[config.mk]
export PLATFORM = sky130hd
export DESIGN_NAME = cfbus_decoder
export DESIGN_NICKNAME = d
export VERILOG_FILES = /design/src/rtl/cfbus_pkg.sv /design/src/rtl/cfbus_sync.sv /design/src/rtl/cfbus_ctrl.sv /design/src/rtl/cfbus_decode.sv /design/src/rtl/cfbus_decoder.sv
export SDC_FILE = /design/constraint.sdc
export NUM_CORES = 1
export LEC_CHECK = 0
export ABC_AREA = 1
export CAP_MARGIN = 30
export CORE_MARGIN = 2
export CORE_UTILIZATION = 38
export CTS_BUF_LIST = sky130_fd_sc_hd__clkbuf_8 sky130_fd_sc_hd__clkbuf_16
export CTS_CLUSTER_DIAMETER = 120
export DETAILED_ROUTE_END_ITERATION = 7
export PLACE_DENSITY = 0.77
export SETUP_SLACK_MARGIN = 0.3
export SLEW_MARGIN = 20
export SYNTH_ARGS = -nofsm -noshare
export SYNTH_HDL_FRONTEND = slang
export SYNTH_SLANG_ARGS = --single-unit
[constraint.sdc]
create_clock -name clk -period 2.5 [get_ports clk]
set_input_delay 0.5 -clock clk [delete_from_list [all_inputs] [get_ports clk]]
set_output_delay 0.5 -clock clk [all_outputs]
set_load 0.01 [all_outputs]
[src/rtl/cfbus_pkg.sv]
package cfbus_pkg;

    localparam int RF_AW   = 4;
    localparam int DATA_W  = 16;
    localparam logic [RF_AW-1:0] ALT_IDX = 4'd8;

    typedef enum logic [1:0] {
        ST_BUSY = 2'd0,
        ST_MEM  = 2'd1,
        ST_IO   = 2'd2,
        ST_IDE  = 2'd3
    } cf_state_e;

    typedef struct packed {
        logic             valid;
        logic             attr;
        logic             word_reg;
        logic             swap;
        logic [1:0]       be;
        logic [RF_AW-1:0] idx;
    } cf_sel_t;

    // byte-lane steering from the two enables and A0
    function automatic cf_sel_t steer(input logic ce1_n, input logic ce2_n,
                                      input logic a0, input logic [RF_AW-1:0] idx);
        cf_sel_t s;
        s       = '0;
        s.idx   = idx;
        s.valid = 1'b1;
        if (!ce1_n && !ce2_n) begin
            s.be = 2'b11;
        end else if (!ce1_n) begin
            s.be   = a0 ? 2'b10 : 2'b01;
            s.swap = a0;
        end else if (!ce2_n) begin
            s.be = 2'b10;
        end else begin
            s.valid = 1'b0;
        end
        return s;
    endfunction

endpackage

[src/rtl/cfbus_sync.sv]
module cfbus_sync #(
    parameter int W = 7
) (
    input  logic         clk,
    input  logic         rst_n,
    input  logic [W-1:0] d,
    output logic [W-1:0] q
);
    logic [W-1:0] meta;

    always_ff @(posedge clk or negedge rst_n) begin
        if (!rst_n) begin
            meta <= '1;
            q    <= '1;
        end else begin
            meta <= d;
            q    <= meta;
        end
    end
endmodule

[src/rtl/cfbus_ctrl.sv]
module cfbus_ctrl
    import cfbus_pkg::*;
#(
    parameter int BUSY_CYCLES = 16
) (
    input  logic      clk,
    input  logic      rst_n,
    input  logic      oe_sync_n,
    input  logic      io_cfg,
    output cf_state_e state
);
    localparam int CW = $clog2(BUSY_CYCLES + 1);
    localparam logic [CW-1:0] LAST = CW'(BUSY_CYCLES - 1);

    cf_state_e     state_n;
    logic [CW-1:0] cnt;

    always_ff @(posedge clk or negedge rst_n) begin
        if (!rst_n) begin
            state <= ST_BUSY;
            cnt   <= '0;
        end else begin
            state <= state_n;
            if (state == ST_BUSY) cnt <= cnt + 1'b1;
        end
    end

    always_comb begin
        state_n = state;
        unique case (state)
            ST_BUSY: if (cnt == LAST) state_n = oe_sync_n ? ST_MEM : ST_IDE;
            ST_MEM:  if (io_cfg)      state_n = ST_IO;
            ST_IO:   if (!io_cfg)     state_n = ST_MEM;
            ST_IDE:                   state_n = ST_IDE;
            default:                  state_n = ST_BUSY;
        endcase
    end

    assert_ide_sticky_R2: assert property (@(posedge clk) disable iff (!rst_n)
        (state == ST_IDE) |=> (state == ST_IDE));

    assert_busy_hold_R1: assert property (@(posedge clk) disable iff (!rst_n)
        (state == ST_BUSY && cnt != LAST) |=> (state == ST_BUSY));
endmodule

[src/rtl/cfbus_decode.sv]
module cfbus_decode
    import cfbus_pkg::*;
#(
    parameter int IO_KIND = 0
) (
    input  cf_state_e  state,
    input  logic       ce1_n,
    input  logic       ce2_n,
    input  logic       reg_n,
    input  logic [4:0] addr,
    output cf_sel_t    sel
);
    generate
        if (IO_KIND == 0) begin : g_mem
            always_comb begin
                sel = '0;
                if (state == ST_MEM || state == ST_IO) begin
                    if (!reg_n) begin
                        sel.idx   = addr[4:1];
                        sel.attr  = 1'b1;
                        sel.be    = 2'b01;
                        sel.valid = !ce1_n && !addr[0];
                    end else begin
                        sel = steer(ce1_n, ce2_n, addr[0], addr[4:1]);
                    end
                end
            end
        end else begin : g_io
            always_comb begin
                sel = '0;
                if (state == ST_IO) begin
                    if (!reg_n) begin
                        sel = steer(ce1_n, ce2_n, addr[0], addr[4:1]);
                        sel.word_reg = !ce1_n && !ce2_n && (addr[4:1] == 4'd0);
                    end
                end else if (state == ST_IDE) begin
                    if (!ce1_n && ce2_n) begin
                        sel.valid    = 1'b1;
                        sel.idx      = {1'b0, addr[2:0]};
                        sel.word_reg = (addr[2:0] == 3'd0);
                        sel.be       = (addr[2:0] == 3'd0) ? 2'b11 : 2'b01;
                    end else if (ce1_n && !ce2_n) begin
                        sel.valid = 1'b1;
                        sel.idx   = ALT_IDX;
                        sel.be    = 2'b01;
                    end
                end
            end
        end
    endgenerate
endmodule

[src/rtl/cfbus_decoder.sv]
module cfbus_decoder
    import cfbus_pkg::*;
#(
    parameter int ADDR_W      = 11,
    parameter int BUSY_CYCLES = 16
) (
    input  logic              clk,
    input  logic              rst_n,
    input  logic              host_ce1_n,
    input  logic              host_ce2_n,
    input  logic              host_oe_n,
    input  logic              host_we_n,
    input  logic              host_iord_n,
    input  logic              host_iowr_n,
    input  logic              host_reg_n,
    input  logic [ADDR_W-1:0] host_addr,
    input  logic [15:0]       host_wdata,
    output logic [15:0]       host_rdata,
    output logic              data_oe,
    input  logic              io_cfg,
    input  logic              irq_req,
    input  logic              irq_pulse_mode,
    output logic [3:0]        rf_addr,
    output logic [1:0]        rf_be,
    output logic              rf_attr,
    output logic              rf_re,
    output logic              rf_we,
    output logic [15:0]       rf_wdata,
    input  logic [15:0]       rf_rdata,
    output logic              rdy_irq,
    output logic              wp_iois16_n,
    output logic [1:0]        cd_n,
    output logic              bvd_spkr,
    output logic              ide_mode
);
    localparam int NSTB = 7;

    logic [NSTB-1:0] stb_sync;
    logic s_ce1_n, s_ce2_n, s_oe_n, s_we_n, s_iord_n, s_iowr_n, s_reg_n;
    logic we_q, iowr_q, irq_q, irq_q2;
    cf_state_e state;
    cf_sel_t   sel [2];
    cf_sel_t   cur;
    logic mem_rd, mem_wr, io_rd, io_wr, use_io, rd_now, wr_now, irq_pulse;

    cfbus_sync #(.W(NSTB)) u_sync (
        .clk(clk), .rst_n(rst_n),
        .d({host_ce1_n, host_ce2_n, host_oe_n, host_we_n,
            host_iord_n, host_iowr_n, host_reg_n}),
        .q(stb_sync)
    );
    assign {s_ce1_n, s_ce2_n, s_oe_n, s_we_n, s_iord_n, s_iowr_n, s_reg_n} = stb_sync;

    cfbus_ctrl #(.BUSY_CYCLES(BUSY_CYCLES)) u_ctrl (
        .clk(clk), .rst_n(rst_n), .oe_sync_n(s_oe_n), .io_cfg(io_cfg), .state(state)
    );

    // one decoder per strobe family: 0 = memory strobes, 1 = I/O strobes
    for (genvar k = 0; k < 2; k++) begin : g_dec
        cfbus_decode #(.IO_KIND(k)) u_dec (
            .state(state), .ce1_n(s_ce1_n), .ce2_n(s_ce2_n), .reg_n(s_reg_n),
            .addr(host_addr[4:0]), .sel(sel[k])
        );
    end

    always_ff @(posedge clk or negedge rst_n) begin
        if (!rst_n) begin
            we_q   <= 1'b1;
            iowr_q <= 1'b1;
            irq_q  <= 1'b0;
            irq_q2 <= 1'b0;
        end else begin
            we_q   <= s_we_n;
            iowr_q <= s_iowr_n;
            irq_q  <= irq_req;
            irq_q2 <= irq_q;
        end
    end

    assign mem_rd    = !s_oe_n;
    assign mem_wr    = s_we_n && !we_q;
    assign io_rd     = !s_iord_n;
    assign io_wr     = s_iowr_n && !iowr_q;
    assign use_io    = io_rd || io_wr;
    assign cur       = use_io ? sel[1] : sel[0];
    assign rd_now    = use_io ? io_rd : mem_rd;
    assign wr_now    = use_io ? io_wr : mem_wr;
    assign irq_pulse = irq_q && !irq_q2;

    assign rf_re    = cur.valid && rd_now;
    assign rf_we    = cur.valid && wr_now;
    assign data_oe  = rf_re;
    assign rf_addr  = cur.idx;
    assign rf_be    = cur.be;
    assign rf_attr  = cur.attr;
    assign rf_wdata = {cur.swap ? host_wdata[7:0] : host_wdata[15:8], host_wdata[7:0]};
    assign host_rdata = {rf_rdata[15:8], cur.swap ? rf_rdata[15:8] : rf_rdata[7:0]};

    assign cd_n     = 2'b00;
    assign bvd_spkr = 1'b1;
    assign ide_mode = (state == ST_IDE);

    always_comb begin
        rdy_irq     = 1'b0;
        wp_iois16_n = 1'b1;
        unique case (state)
            ST_BUSY: begin
                rdy_irq     = 1'b0;
                wp_iois16_n = 1'b1;
            end
            ST_MEM: begin
                rdy_irq     = 1'b1;
                wp_iois16_n = 1'b0;
            end
            ST_IO: begin
                rdy_irq     = irq_pulse_mode ? !irq_pulse : !irq_q;
                wp_iois16_n = !sel[1].word_reg;
            end
            ST_IDE: begin
                rdy_irq     = irq_q;
                wp_iois16_n = !sel[1].word_reg;
            end
            default: ;
        endcase
    end

    logic unused_ok;
    assign unused_ok = ^{host_addr, sel[0].word_reg};

    assert_busy_quiet_R1: assert property (@(posedge clk) disable iff (!rst_n)
        (state == ST_BUSY) |-> (!rdy_irq && !rf_re && !rf_we));

    assert_we_single_R5: assert property (@(posedge clk) disable iff (!rst_n)
        rf_we |=> !rf_we);

    assert_attr_low_lane_R4: assert property (@(posedge clk) disable iff (!rst_n)
        ((rf_re || rf_we) && rf_attr) |-> (rf_be == 2'b01));

    assert_oe_needs_strobe_R6: assert property (@(posedge clk) disable iff (!rst_n)
        data_oe |-> (!s_oe_n || !s_iord_n));

    assert_lanes_nonzero_R3: assert property (@(posedge clk) disable iff (!rst_n)
        (rf_re || rf_we) |-> (rf_be != 2'b00));
endmodule

==> run summary, run 1 <==
GLOBAL ROUTE
-------------------------------------------------------------------------------------
Global-route usage over all layers                                              0.191
Number of global-route vias before repair                                        1842
Peak-usage layer in the global routing report                                    met2
Largest net degree at the start of global routing                                  26
Met1 Use GR                                                                     0.208
Met3 usage                                                                     0.0506
GRT Residual Overflow                                                               0
Global-route wire length before repair                                        7.94 mm
Met2 global-route usage                                                         0.364
Antenna violations before repair                                                    0

PWR
-------------------------------------------------------------------------------------
Power per cell area                                                       719 nW/um^2
Total design power                                                            2280 uW
Total leakage power                                                        0.00150 uW
Peak ir drop on the vdd network                                            0.000616 V

CRITICAL PATH
-------------------------------------------------------------------------------------
Origin of the worst setup path                                           u_ctrl.state[1]
Worst Setup EP                                                                data_oe
Worst Setup End Kind                                                      output port
CP dominant cell by count                                                       buf_6
Worst-path maximum fanout                                                           3
Kind of critical path                                                    register to output port
Worst reg2reg path depth                                                            9
Cell-by-cell listing of the critical path                                buf_6 > buf_6 > buf_6 > ha_4 > nand2_4 > nor2_4 > o21ai_4 > a21oi_2 > buf_4 > buf_6
Worst path depth                                                                   10
Element type at the critical path start                                      register
Crit-path leading delay family                                           buffers and inverters
Register-to-register setup slack                                              0.90 ns
Crit path buffers/inverters                                                         5
Worst flop-to-flop path startpoint                                       u_ctrl.cnt[0]
Worst r2r dst                                                            u_ctrl.state[1]
Slowest stage delay, CP                                                       0.41 ns
Cell type of the slowest stage on the worst timing path                       dfrtp_1
Critical path data arrival time                                               1.86 ns
Required time at the endpoint of the critical path                            2.00 ns

MIN PATH
-------------------------------------------------------------------------------------
Launch point of the worst hold path                                      u_sync.meta[2]
Hold/Removal Path Class                                                  register to register

TIMING
-------------------------------------------------------------------------------------
Final setup skew                                                           0.00398 ns
Total of endpoints with negative setup slack in the final report                    0
Total negative slack                                                             0 ns
RSZ-0062 raised after global routing                                             true
Peak Freq                                                                     424 MHz
Final period utilization                                                        0.944
Count of final max-slew check failures                                              0
Shortest period the worst path allows                                         2.36 ns
Count of endpoints failing hold in the final timing report                          0

YOSYS
-------------------------------------------------------------------------------------
Synthesized area divided by synthesized cell count                          7.68 um^2
Post-synthesis instance total                                                     225
Area fraction in compound gates after synthesis                                0.0666
Count of unique library cells instantiated by Yosys                                22
Largest family of logic cells by synthesized area                        simple AND/OR/NAND/NOR gates
Post-synthesis sequential area ratio                                            0.374
Area fraction in and, or, nand and nor cells after synthesis                    0.290
FF+latch count, synth                                                              25
Adder and majority gate portion of the synthesized area                        0.0941
XOR/XNOR share of the synthesized area                                         0.0152
Number of warning messages in the yosys log                                         0
Summed instance area of the synthesized netlist                             1730 um^2
Multiplexer fraction of the synthesized cell area                                   0

ROUTING
-------------------------------------------------------------------------------------
Final antenna-violating net count                                                   0
Routed vias                                                                      1919
DRT Wirelength                                                                5.49 mm
Count of routing violations after the opening detailed-route iteration             51
DR pass1 iterations                                                                 4
# DRC                                                                               0
Detailed-route wire length per cell                                           13.9 um
Via/cell ratio                                                                   4.87

JOB
-------------------------------------------------------------------------------------
Max-capacitance violation count                                                     0

FLOORPLANNING
-------------------------------------------------------------------------------------
Io pins                                                                           103
Die outline width                                                             71.4 um
Die Height                                                                    71.4 um
Die Area                                                                    5100 um^2
# rows                                                                             24
Core outline area                                                           4350 um^2
Initial Utilization                                                             0.397

PLACED DESIGN
-------------------------------------------------------------------------------------
Estimated wirelength of the detail-placed design                              3.60 mm
Final weighted congestion in routability-driven placement                       0.823
PortBufs                                                                           93
Placed standard-cell area                                                   2750 um^2

CLOCKING
-------------------------------------------------------------------------------------
Clock tree from TritonCTS                                                       built
Maximum count of clock buffers along a single path                                  2
Sink Count                                                                         25
CTS root buf                                                                 clkbuf_8
Clock slew at reported path FFs                                               0.08 ns
H-Tree Depth                                                                        1
Number of buffers created by CTS                                                    3
Number of hold buffers added after CTS                                              0
Clock latency on the worst-skew pair                                          0.26 ns

FINISH
-------------------------------------------------------------------------------------
Post-route cell area                                                        3180 um^2
Total Nets Final                                                                  411
Layout fillers                                                                    323
Fraction of layout cells with a size suffix above 1                             0.433
Antenna cell count                                                                  0
Area added between synthesis and finish                                         83.9%

RUN STATUS
-------------------------------------------------------------------------------------
Result of the run                                                           completed

registers in the layout, indices dropped and copies added, names as in the netlist:
register / cells
u_sync.q: 7
irq_q: 1
u_ctrl.state: 2
u_ctrl.cnt: 5
irq_q2: 1
iowr_q: 1
we_q: 1
u_sync.meta: 7
layout make-up:
class | count | area, um^2 | area share
Timing Repair Buffer | 134 | 1220 | 0.384
Multi-Input combinational cell | 155 | 1100 | 0.348
Sequential cell | 25 | 646 | 0.203
Inverter | 24 | 95.1 | 0.0299
Tap cell | 52 | 65.1 | 0.0205
Clock buffer | 3 | 41.3 | 0.0130
Clock inverter | 1 | 5.00 | 0.00157
routing by layer:
| layer | vias to the layer above | routed length (um) |
|---|---|---|
| li1 | 929 | - |
| met1 | 897 | 2040 |
| met2 | 86 | 2930 |
| met3 | 7 | 446 |
| met4 | 0 | 67 |
| met5 | - | 0 |
power by group:
group / leakage, uW / internal, uW / switching [uW]
Combinational: 0.00119 / 801 / 723
Sequential: 0.000277 / 484 / 48.6
Clock: 0.0000255 / 111 / 116
cell families after synthesis:
logic type                 Yosys count
adders and majority gates           13
other                                2
buffers and inverters               47
AOI/OAI and AO/OA                   22
DFF                                 25
and+or+nand+nor                    113
xor gates and xnor gates             3
per-stage QoR:
step	utilization	instances	setup slack, ns	hold WS [ns]
after global routing	0.730	394	0.0518	0.361
after CTS	0.692	386	0.128	0.358
after global placement	0.630	371	-0.131	0.346
after detailed placement	0.630	371	-0.150	0.347
final	0.730	394	0.139	0.358
after floorplan	-	226	0.348	0.204
cells in the mapped netlist:
library cell  number  area share
buf_4             21       0.091
nand2_1           69        0.15
conb_1             2      0.0043
nor2_1            10       0.022
nand4_1            4       0.014
xor2_1             2       0.010
nand3_1           20       0.058
inv_1             24       0.052
dfstp_2           16        0.24
ha_1              13       0.094
dfrtp_1            9        0.13
nand2_2            3       0.011
and3_1             1      0.0036
buf_6              2       0.013
nand2_4            2       0.013
nor3_1             3      0.0087
nor3_4             1      0.0094
o21ai_0           12       0.035
a22oi_1            1      0.0043
a21oi_1            7       0.020
xnor2_1            1      0.0051
o22ai_1            2      0.0072
timing repair:
action | CTS | global route
buffers inserted | 11 | 6
cloned | 0 | 2
endpoints found under the setup margin | 28 | 29
pin swaps | 11 | 28
gates resized for setup | 129 | 69
hold endpoints to repair | 0 | 0
cell usage in the layout, fill, tap and decap left out, types with 2 or more instances in the layout:
cell,Yosys,layout
nand2_4,2,3
nand3_2,0,15
nand2_1,69,59
o21ai_2,0,2
ha_2,0,2
buf_12,0,3
nand2_8,0,2
o21ai_1,0,3
ha_1,13,6
dfrtp_1,9,9
inv_1,24,18
a21oi_1,7,2
dfstp_2,16,16
buf_4,21,29
nor3_1,3,3
xor2_1,2,2
inv_4,0,2
nand4_1,4,4
nor2_2,0,2
nand2_2,3,11
nor2_4,0,2
buf_2,0,22
o21ai_0,12,6
buf_6,2,13
clkbuf_8,0,3
a21oi_2,0,5
clkdlybuf4s50_1,0,63
ha_4,0,5
o22ai_2,0,2
nor2_1,10,6
inv_2,0,4
nand3_1,20,4
conb_1,2,3
worst register-to-register path: cells and delay by family, from the launching register on:
| family | cells | cell delay, ns |
|---|---|---|
| simple gates | 5 | 0.47 |
| fa+ha+maj | 2 | 0.39 |
| flops | 1 | 0.41 |
| buf+inv | 1 | 0.06 |
| compound gates | 1 | 0.17 |
how the worst min path moves through the flow:
stage / end / cells past startpoint / slack, ns
after floorplan: irq_q / 0 / 0.20
after global placement: u_sync.q[3] / 0 / 0.35
after detailed placement: u_sync.q[2] / 0 / 0.35
after CTS: u_sync.q[2] / 0 / 0.36
after global routing: u_sync.q[2] / 0 / 0.36
final: u_sync.q[2] / 0 / 0.36
No activity file was read; power rests on OpenSTA's default activity.
==> run 2: changes to the inputs <==
- CAP_MARGIN: 30 -> 20
- CORE_UTILIZATION: 38 -> 41
- PLACE_DENSITY: 0.77 -> 0.83
- clock period: 2.5 -> 2.73 ns (I/O delays scaled with it)
==> run summary, run 2 (synthesis results as in run 1) <==
RUN STATUS
-------------------------------------------------------------------------------------
Result of the run                                                           completed

TIMING
-------------------------------------------------------------------------------------
Peak Freq                                                                     420 MHz
Shortest period the worst path allows                                         2.38 ns
RSZ-0062 raised after global routing                                             true
Total of endpoints with negative setup slack in the final report                    0   unchanged
Final period utilization                                                        0.872
Count of endpoints failing hold in the final timing report                          0   unchanged
Count of final max-slew check failures                                              0   unchanged
Smallest setup slack after layout                                            0.350 ns   +0.211 ns
Final setup skew                                                           0.00740 ns   +0.00342 ns

FLOORPLANNING
-------------------------------------------------------------------------------------
Io pins                                                                           103   unchanged
# rows                                                                             23   -4.2%
Die Height                                                                    68.9 um   -3.5%
Die Area                                                                    4750 um^2   -6.9%
Die outline width                                                             68.9 um   -3.5%
Initial Utilization                                                             0.429   +0.0320
Core outline area                                                           4030 um^2   -7.5%

FINISH
-------------------------------------------------------------------------------------
Leading registers by flop count                                          u_sync.meta: 7 flops, u_sync.q: 7 flops, u_ctrl.cnt: 5 flops
Most common library cell in the layout ignoring fill and taps                 nand2_1
Fraction of layout cells with a size suffix above 1                             0.293   -0.140
Total Nets Final                                                                  397   -3.4%
Area added between synthesis and finish                                         65.8%
Antenna cell count                                                                  0   unchanged
Final core utilization                                                          0.711   -0.0187
Most frequent cells in the layout                                        nand2_1, clkdlybuf4s50_1, buf_4
Layout fillers                                                                    324   +0.31%

ROUTING
-------------------------------------------------------------------------------------
Via/cell ratio                                                                   4.73   -2.8%
Count of routing violations after the opening detailed-route iteration             58   +14%
DR pass1 iterations                                                                 4   unchanged
Detailed-route wire length per cell                                           12.2 um   -13%
Routed vias                                                                      1789   -6.8%
# DRC                                                                               0   unchanged
DRT Wirelength                                                                4.61 mm   -16%
Final antenna-violating net count                                                   0   unchanged

CRITICAL PATH
-------------------------------------------------------------------------------------
Worst flop-to-flop path startpoint                                       u_ctrl.cnt[0]
Cell-by-cell listing of the critical path                                clkdlybuf4s50_1 > nor2_1 > nand4_1 > nand3_1 > o21ai_0 > dlygate4sd2_1
Worst Setup End Kind                                                      output port
Origin of the worst setup path                                           host_addr[2]
Register-to-register setup slack                                              1.08 ns   +0.18 ns
Cell type of the slowest stage on the worst timing path                  clkdlybuf4s50_1
Required time at the endpoint of the critical path                            2.18 ns   +0.18 ns
Slowest stage delay, CP                                                       0.46 ns   +0.05 ns
Worst-path maximum fanout                                                           4   +1
Element type at the critical path start                                  primary input
Critical path data arrival time                                               1.83 ns   -0.03 ns
Kind of critical path                                                    primary input to output port
Worst reg2reg path depth                                                            9   unchanged
Crit path buffers/inverters                                                         2   -3
Worst path depth                                                                    6   -4
Crit-path leading delay family                                           buffers and inverters
Worst Setup EP                                                            wp_iois16_n
Worst r2r dst                                                            u_ctrl.state[1]

PWR
-------------------------------------------------------------------------------------
Sequential share of power                                                       0.280   +0.047
Total leakage power                                                        0.00140 uW   -6.7%
Cell-internal power                                                           1060 uW   -24%
Power per cell area                                                       607 nW/um^2   -16%
Sw frac                                                                         0.390   +0.00101
Total design power                                                            1740 uW   -24%
Share of total power in combinational logic                                     0.604   -0.063
Sw power                                                                       678 uW   -24%
Clock power frac                                                                0.117   +0.017
Peak ir drop on the vdd network                                            0.000406 V   -34%

GLOBAL ROUTE
-------------------------------------------------------------------------------------
Global-route usage over all layers                                              0.177   -0.0142
Largest net degree at the start of global routing                                  26   unchanged
GRT Residual Overflow                                                               0   unchanged
Number of global-route vias before repair                                        1541   -16%
Global-route wire length before repair                                        6.48 mm   -18%
Antenna violations before repair                                                    0   unchanged

CLOCKING
-------------------------------------------------------------------------------------
CTS root buf                                                                 clkbuf_8
H-Tree Depth                                                                        1   unchanged
Clock latency on the worst-skew pair                                          0.26 ns   about the same
Maximum count of clock buffers along a single path                                  2   unchanged
Clock slew at reported path FFs                                               0.07 ns   about the same
Number of buffers created by CTS                                                    3   unchanged
Clock tree from TritonCTS                                                       built
Sink Count                                                                         25   unchanged

MIN PATH
-------------------------------------------------------------------------------------
Hold/Removal Path Class                                                  register to register
Number of cells traversed by the worst hold path                                    0   unchanged

JOB
-------------------------------------------------------------------------------------
Max-capacitance violation count                                                     0   unchanged

PLACED DESIGN
-------------------------------------------------------------------------------------
Worst setup slack before clock tree synthesis                              -0.0766 ns   +0.0730 ns
Final weighted congestion in routability-driven placement                       0.860   +4.4%
PortBufs                                                                           93   unchanged
Estimated wirelength of the detail-placed design                              3.48 mm   -3.4%

[run 2: area by class of cell]
| cell class | instances | area [um^2] | share of cell area |
|---|---|---|---|
| Clock buffer | 3 | 41.3 | 0.0144 |
| Clock inverter | 1 | 3.75 | 0.00131 |
| Inverter | 24 | 90.1 | 0.0314 |
| Multi-Input combinational cell | 154 | 935 | 0.326 |
| Sequential cell | 25 | 646 | 0.225 |
| Tap cell | 50 | 62.6 | 0.0218 |
| Timing Repair Buffer | 121 | 1090 | 0.379 |
[run 2: worst register-to-register path: stages, from the launching register on]
cell     delay [ns]
dfrtp_1        0.41
ha_1           0.22
and3_1         0.18
ha_1           0.17
nor2_1         0.12
nor2_1         0.05
o21ai_0        0.16
nand2_1        0.12
inv_1          0.08
nor2_1         0.04
[run 2: through the flow]
stage	cell area (um^2)	hold slack, ns	setup TNS (ns)	instances
5_1_grt	2870	0.361	0	378
4_1_cts	2760	0.358	0	371
6_report	2870	0.357	0	378
3_3_place_gp	2620	0.346	-0.728	353
3_5_place_dp	2620	0.347	-1.04	353
2_1_floorplan	1730	0.250	0	226
[run 2: worst min-delay path by stage]
stage                   start          end  slack (ns)
5_1_grt        u_sync.meta[1]  u_sync.q[1]        0.36
3_3_place_gp   u_sync.meta[3]  u_sync.q[3]        0.35
3_5_place_dp   u_sync.meta[6]  u_sync.q[6]        0.35
6_report       u_sync.meta[1]  u_sync.q[1]        0.36
4_1_cts        u_sync.meta[1]  u_sync.q[1]        0.36
2_1_floorplan           rst_n        irq_q        0.25
[run 2: per-layer routing]
metal,GRT usage,up-vias,routed length (um)
li1,-,897,-
met1,0.208,813,1780
met2,0.350,75,2360
met3,0.0227,4,442
met4,0.0172,0,26
met5,0,-,0
[run 2: timing repair]
item | CTS | global route
setup endpoints to repair | 28 | 24
hold buffers | 0 | 0
resized for setup | 94 | 30
pin swaps | 5 | 13
buffers inserted | 14 | 7
[run 2: power by group through the flow]
| stage | sequential (uW) | combinational [uW] | clock [uW] |
|---|---|---|---|
| 2_1_floorplan | 492 | 483 | 0 |
| 3_3_place_gp | 498 | 864 | 0 |
| 3_5_place_dp | 503 | 881 | 0 |
| 4_1_cts | 486 | 946 | 210 |
| 5_1_grt | 496 | 1150 | 227 |
| 6_report | 487 | 1050 | 203 |
